File: src/rtl/rsv_pkg.sv
package rsv_pkg;
  typedef enum logic [1:0] {
    OP_LL  = 2'b00,
    OP_SC  = 2'b01,
    OP_WR  = 2'b10,
    OP_NOP = 2'b11
  } rsv_op_e;
endpackage

File: src/rtl/rsv_match.sv
// Parallel compare of a request against every entry.
module rsv_match #(
  parameter int ENTRIES = 32,
  parameter int ADDR_W  = 32,
  parameter int KEY_W   = 32,
  localparam int IDX_W  = $clog2(ENTRIES)
) (
  input  logic              clk,
  input  logic              rst,
  input  logic [ENTRIES-1:0] valid_i,
  input  logic [ADDR_W-1:0] addr_tab_i [ENTRIES],
  input  logic [KEY_W-1:0]  key_tab_i  [ENTRIES],
  input  logic [ADDR_W-1:0] addr_i,
  input  logic [KEY_W-1:0]  key_i,
  output logic              hit_o,
  output logic [IDX_W-1:0]  hit_idx_o,
  output logic              key_eq_o
);
  logic [ENTRIES-1:0] addr_hit;
  logic [ENTRIES-1:0] key_eq;

  for (genvar g = 0; g < ENTRIES; g++) begin : g_cmp
    assign addr_hit[g] = valid_i[g] && (addr_tab_i[g] == addr_i);
    assign key_eq[g]   = (key_tab_i[g] == key_i);
  end

  always_comb begin
    hit_idx_o = '0;
    for (int i = 0; i < ENTRIES; i++)
      if (addr_hit[i]) hit_idx_o = IDX_W'(i);
  end

  assign hit_o    = |addr_hit;
  assign key_eq_o = key_eq[hit_idx_o];

  // An address never has two live entries (R4: hit instead of re-allocate)
  p_unique_addr_r4: assert property (@(posedge clk) disable iff (rst)
    $onehot0(addr_hit));
endmodule

File: src/rtl/rsv_keygen.sv
// Running key source, advanced once per allocation.
module rsv_keygen #(
  parameter int KEY_W = 32
) (
  input  logic             clk,
  input  logic             rst,
  input  logic             bump_i,
  output logic [KEY_W-1:0] key_o
);
  logic [KEY_W-1:0] key_q;

  always_ff @(posedge clk) begin
    if (rst)         key_q <= KEY_W'(1);
    else if (bump_i) key_q <= key_q + KEY_W'(1);
  end

  assign key_o = key_q;

  p_key_step_r7: assert property (@(posedge clk) disable iff (rst)
    bump_i |=> (key_q == $past(key_q) + KEY_W'(1)));
  p_key_hold_r4: assert property (@(posedge clk) disable iff (rst)
    !bump_i |=> $stable(key_q));
endmodule

File: src/rtl/rsv_victim.sv
// Slot choice for a new reservation: lowest free entry, else round-robin.
module rsv_victim #(
  parameter int ENTRIES = 32,
  localparam int IDX_W  = $clog2(ENTRIES)
) (
  input  logic               clk,
  input  logic               rst,
  input  logic [ENTRIES-1:0] valid_i,
  input  logic               take_i,
  output logic [IDX_W-1:0]   slot_o
);
  logic [IDX_W-1:0] rr_q;
  logic [IDX_W-1:0] free_idx;
  logic             full;

  always_comb begin
    free_idx = '0;
    for (int i = ENTRIES - 1; i >= 0; i--)
      if (!valid_i[i]) free_idx = IDX_W'(i);
  end

  assign full   = &valid_i;
  assign slot_o = full ? rr_q : free_idx;

  always_ff @(posedge clk) begin
    if (rst) rr_q <= '0;
    else if (take_i && full)
      rr_q <= (rr_q == IDX_W'(ENTRIES - 1)) ? '0 : rr_q + IDX_W'(1);
  end

  p_rr_advance_r8: assert property (@(posedge clk) disable iff (rst)
    (take_i && full) |=> (rr_q == (($past(rr_q) == IDX_W'(ENTRIES - 1)) ?
                                   '0 : $past(rr_q) + IDX_W'(1))));
  p_rr_hold_r8: assert property (@(posedge clk) disable iff (rst)
    !(take_i && full) |=> $stable(rr_q));
endmodule

File: src/rtl/rsv_table.sv
// LL/SC reservation table top: request decode, entry storage, response register.
module rsv_table #(
  parameter int ENTRIES = 32,
  parameter int ADDR_W  = 32,
  parameter int KEY_W   = 32,
  localparam int IDX_W  = $clog2(ENTRIES)
) (
  input  logic              clk,
  input  logic              rst,
  input  logic              req_valid,
  input  logic [1:0]        req_op,
  input  logic [ADDR_W-1:0] req_addr,
  input  logic [KEY_W-1:0]  req_key,
  output logic              rsp_valid,
  output logic              rsp_ok,
  output logic              rsp_hit,
  output logic [KEY_W-1:0]  rsp_key
);
  import rsv_pkg::*;

  logic [ENTRIES-1:0] valid_q;
  logic [ADDR_W-1:0]  addr_q [ENTRIES];
  logic [KEY_W-1:0]   key_q  [ENTRIES];

  rsv_op_e          op;
  logic             hit, key_eq;
  logic [IDX_W-1:0] hit_idx, slot;
  logic [KEY_W-1:0] new_key;
  logic             is_ll, is_sc, is_wr;
  logic             ll_alloc, sc_ok, drop;

  assign op    = rsv_op_e'(req_op);
  assign is_ll = req_valid && (op == OP_LL);
  assign is_sc = req_valid && (op == OP_SC);
  assign is_wr = req_valid && (op == OP_WR);

  rsv_match #(.ENTRIES(ENTRIES), .ADDR_W(ADDR_W), .KEY_W(KEY_W)) i_match (
    .clk(clk), .rst(rst), .valid_i(valid_q), .addr_tab_i(addr_q),
    .key_tab_i(key_q), .addr_i(req_addr), .key_i(req_key),
    .hit_o(hit), .hit_idx_o(hit_idx), .key_eq_o(key_eq));

  assign ll_alloc = is_ll && !hit;
  assign sc_ok    = is_sc && hit && key_eq;
  assign drop     = sc_ok || (is_wr && hit);

  rsv_keygen #(.KEY_W(KEY_W)) i_keygen (
    .clk(clk), .rst(rst), .bump_i(ll_alloc), .key_o(new_key));

  rsv_victim #(.ENTRIES(ENTRIES)) i_victim (
    .clk(clk), .rst(rst), .valid_i(valid_q), .take_i(ll_alloc), .slot_o(slot));

  // Valid bits need reset and parallel read; address/key storage has no reset.
  always_ff @(posedge clk) begin
    if (rst) valid_q <= '0;
    else if (ll_alloc) valid_q[slot] <= 1'b1;
    else if (drop) valid_q[hit_idx] <= 1'b0;
  end

  always_ff @(posedge clk) begin
    if (ll_alloc) begin
      addr_q[slot] <= req_addr;
      key_q[slot]  <= new_key;
    end
  end

  always_ff @(posedge clk) begin
    if (rst) begin
      rsp_valid <= 1'b0;
      rsp_ok    <= 1'b0;
      rsp_hit   <= 1'b0;
      rsp_key   <= '0;
    end else begin
      rsp_valid <= req_valid;
      rsp_ok    <= is_ll || sc_ok;
      rsp_hit   <= is_ll && hit;
      rsp_key   <= !is_ll ? '0 : (hit ? key_q[hit_idx] : new_key);
    end
  end

  p_rsp_next_r2: assert property (@(posedge clk) disable iff (rst)
    req_valid |=> rsp_valid);
  p_rsp_idle_r2: assert property (@(posedge clk) disable iff (rst)
    !req_valid |=> !rsp_valid);
  p_sc_fail_keeps_r6: assert property (@(posedge clk) disable iff (rst)
    (is_sc && !sc_ok) |=> ($stable(valid_q) && !rsp_ok));
  p_sc_ok_clears_r5: assert property (@(posedge clk) disable iff (rst)
    sc_ok |=> (rsp_ok && !valid_q[$past(hit_idx)]));
  p_wr_clears_r9: assert property (@(posedge clk) disable iff (rst)
    (is_wr && hit) |=> !valid_q[$past(hit_idx)]);
  p_alloc_sets_r3: assert property (@(posedge clk) disable iff (rst)
    ll_alloc |=> (valid_q[$past(slot)] && !rsp_hit && rsp_key == $past(new_key)));
endmodule

File: config.mk
export PLATFORM = sky130hd
export DESIGN_NAME = rsv_table
export DESIGN_NICKNAME = d
export VERILOG_FILES = /design/src/rtl/rsv_pkg.sv /design/src/rtl/rsv_match.sv /design/src/rtl/rsv_keygen.sv /design/src/rtl/rsv_victim.sv /design/src/rtl/rsv_table.sv
export SDC_FILE = /design/constraint.sdc
export NUM_CORES = 2
export LEC_CHECK = 0
export BUFFER_PORTS_ARGS = -buffer_cell sky130_fd_sc_hd__buf_2
export CORE_MARGIN = 3
export CORE_UTILIZATION = 45
export DETAILED_ROUTE_END_ITERATION = 10
export PLACE_DENSITY_LB_ADDON = 0.08
export SETUP_SLACK_MARGIN = 0.2
export SLEW_MARGIN = 30
export SYNTH_ARGS = -nofsm -noshare
export SYNTH_HDL_FRONTEND = slang
export SYNTH_HIERARCHICAL = 1
export SYNTH_SLANG_ARGS = --single-unit
File: constraint.sdc
create_clock -name clk -period 12.6 [get_ports clk]
set_input_delay 3.78 -clock clk [delete_from_list [all_inputs] [get_ports clk]]
set_output_delay 3.78 -clock clk [all_outputs]
set_load 0.005 [all_outputs]
==> summary.md <==
| Metric | Value |
|---|---|
| Count of different cell masters after synthesis | 102 |
| Post-synth EDFFs | 2,048 |
| Clk sink count | between 2,000 and 2,500 |
| Die height | between 400 and 500 µm |
| Crit path kind | input pin to register |
| Post-Syn Instances | approximately 6,900 |
| Global placer's final weighted congestion | around 0.94 |
| CP Max Fanout | 32 |
| Crit path launch type | input pin |
| Inst Count DP | 9,847 |
| Clk_lat worst skew | slightly below 0.9 ns |
| Endpoints failing setup | 0 |
| Port buffer count | 103 |
| Clk slew on worst S/H paths | 0.06 ns |
| Initial antenna violation count | 16 |
| Layout cell share with drive strength beyond 1 | between 10% and 20% |
| Slew margin rel. | approximately 30% |
| Hold Crit Class | register to register |
| DRC viols | 0 |
| Average routed wire per standard cell | 36.9 µm |
| Root buf cell | clkbuf_16 |
| Worst Skew | approximately 0.042 ns |
| Setup TNS | 0 ns |
| Core ar. | 223,000 µm² |
| WL met3 | 31,800 µm |
| Critical Path RT | 13.32 ns |
| First-pass GRT wire length | roughly 520,000 µm |
| H-tree levels | 4 |
| Leak | between 30 and 40 nW |
| Worst vdd ir | between 0.1 and 0.15 mV |
| WP data arrival | between 10 and 15 ns |
| Seq cells post-synth | about 2,200 |
| Max incr delay on CP | roughly 0.83 ns |
| Die width | ~480 µm |
| DR iter-0 viols | ~9,000 |
| Total track usage | 32.2% |
| Fin nets | around 7,200 |
| Metal-1 WL | 151,000 µm |
| I/O pins | 104 |
| Largest net degree at the start of global routing | around 100 |
| Slew Viols, Final | 0 |
| CP Capture Type | register |
| Area grow syn2layout | 11.9% |
| CTS buffer count | ~230 |
| CP dominant cell by count | mux2i_1 |
| Post-synthesis async set-or-reset flop share | 0% |
| Cts hold-fix bufs | 0 |
| Final worst-path cycle share | between 80% and 90% |
| Unrepaired setup endpoints after global routing | no |
| Initial core utilization | a little under half |
| Number of post-CTS setup repair buffers | 0 |
| Non-filler cells, final | just over 10,000 |
| Row cnt | 173 |
| CTS tree | done |
| Syn_area_per_cell | around 15 µm² |
| Vias in the first global route | between 60,000 and 70,000 |
| Cells along the critical path | buf_4, buf_12, xnor2_1, nand4_1, nor4b_1, nand4_1, and3_2, o221a_2, a2111o_2, and2_4, o21ai_1, mux2i_1, mux2i_1, o22ai_1, mux2i_1, nand3b_1, a21oi_2, nand2_1, o22ai_1, nor2_1 |
| Synth Cell Area | approximately 100,000 µm² |
| CP max-delay cell | o21ai_1 |
| Worst slew pin tran | roughly 1.1 ns |
| Via Count | ~65,000 |
| Layout filler cell count | between 15,000 and 20,000 |
| Met2 WL | between 150,000 and 200,000 µm |
| Syn nets | 6,980 |
| Min Hold Slack | 0.534 ns |
| Total gr overflow | 0 |
| Max Clk Rate | 92.3 MHz |
| Die ar. | 231,000 µm² |
| Status | complete, no violations |
| Seq/Total Area, Yosys | about 63% |
| Max Cap Viol | 0 |
| Worst-case clock buffer depth | 3 |
| DP HPWL | ~250,000 µm |
| Routed Antenna Nets | 0 |
| Final Hold Fails | 0 |
| Yosys warns | 6 |
| Drt first pass iters | 7 |
| Synth Flop Type | edfxtp_1 |
| Drt total wl | ~380,000 µm |
| PwrDens | ~130 nW/µm² |
| Post-DR vias/cell | between 6 and 7 |
| Post-cts resize count | 0 |
| Top Layer Used | met5 |
| Tmin final | approximately 11 ns |
[path summary, 6_finish.rpt]
check             cells after the start        startpoint  slack [ns]                to
hold reg to reg                       2  i_victim/rr_q[3]        0.53  i_victim/rr_q[3]
setup reg to reg                     18       addr_q[511]        5.00       valid_q[17]
hold / removal                        2  i_victim/rr_q[3]        0.53  i_victim/rr_q[3]
setup / recovery                     20      req_addr[31]        1.76       valid_q[17]
[cell type report]
class / count / area (µm²) / area share [%]
Clock buffer: 320 / 6330 / 5.57
Tap cell: 2975 / 3720 / 3.27
Antenna cell: 10 / 25.0 / 0.0220
Inverter: 31 / 124 / 0.109
Multi-Input combinational cell: 4343 / 36100 / 31.7
Clock inverter: 118 / 971 / 0.854
Sequential cell: 2152 / 63600 / 55.9
Timing Repair Buffer: 346 / 2840 / 2.50
[cells in the mapped netlist (7+ instances only)]
library cell  instances  area (µm²)
dfxtp_1             104        2080
nand2b_1             20         125
nand2_1             134         503
nor2b_1              21         131
buf_6                48         541
a21oi_1              25         125
nor4_1              402        2510
or3b_2                9        78.8
clkbuf_1            113         424
and3_1               16         100
nand3b_1              8        60.1
nand3_1              84         420
buf_2               104         521
a22oi_1              30         225
nor4b_1              17         149
mux2i_1             146        1460
edfxtp_1           2048       61500
nand4_1             410        2560
xnor2_1            1079        9450
mux4_2              184        4140
a31oi_1              39         244
buf_4                30         225
and4_1               10        87.6
o21ai_0              63         315
o22ai_1              62         388
nor3b_1              11        82.6
buf_1                77         289
o31ai_1               7        52.6
and2_1                7        43.8
nand4b_1             34         298
or3_1                18         113
xor2_1              974        8530
inv_1                28         105
o21ai_1              13        65.1
nor3_1               82         410
o221ai_1             30         263
mux2_2               16         180
or2_2                11        68.8
nor2_1              187         702
or4_1                29         218
a22o_1               56         490
[kinds of logic (layout without fill, tap and decap cells)]
group,after synthesis,after routing,share of synthesized area [%]
fa+ha+maj,3,3,0.0370
compound gates,383,383,2.63
buf+inv,413,815,2.24
xor+xnor,2057,2057,17.8
mux,348,348,5.72
other cells,0,10,0
flops,2152,2152,62.6
simple gates,1552,1552,9.02
[per-layer routing]
metal	up-vias	GRT usage [%]
li1	26700	-
met1	33700	43.7
met2	3859	50.7
met3	688	5.12
met4	4	15.6
met5	-	0
[metrics by stage]
step,worst slack [ns],util (%),power [mW],instance area (µm²)
after global placement,0.136,47.6,8.78,106000
after CTS,1.91,50.9,15.4,114000
final,1.76,50.9,15.3,114000
after global routing,1.78,50.9,15.7,114000
after detailed placement,0.987,47.6,8.78,106000
after floorplan,2.51,-,8.43,102000
[cells in the final DEF, fill, tap and decap left out, types with 34 or more instances in the layout]
master,count
mux4_2,184
xor2_1,974
o21ai_0,63
nand4b_1,34
nor2_1,154
nand3_1,84
buf_4,240
clkbuf_1,73
nand4_1,410
edfxtp_1,2048
mux2i_1,146
clkbuf_16,236
clkinv_1,48
nand2_1,133
xnor2_1,1079
nor4_1,393
clkinv_2,41
o22ai_1,62
dfxtp_1,75
nor3_1,81
a22o_1,56
buf_2,70
a31oi_1,38
[flip-flops by register name, summed over array words and instances (netlist names)]
name	cells
addr_q	1024
rsp_valid	1
i_keygen/key_o	32
i_victim/rr_q	5
key_q	1024
valid_q	32
rsp_hit	1
rsp_key	32
rsp_ok	1
[critical path: cells and delay by family]
kind | cells | cell delay, ns
buffers and inverters | 2 | 0.79
AND/OR/NAND/NOR | 8 | 2.57
multiplexers | 3 | 1.19
XOR/XNOR | 1 | 0.29
AO/OA/AOI/OAI | 6 | 2.84
[where the power goes]
part           leakage [nW]  total [mW]  switching [mW]  internal [mW]
clock                  3.57        6.67            2.94           3.73
sequential             20.7        7.79         0.00803           7.78
combinational          11.8       0.846           0.598          0.249
total                  36.1        15.3            3.55           11.8
Note: power is estimated with default switching activity, not from simulation.
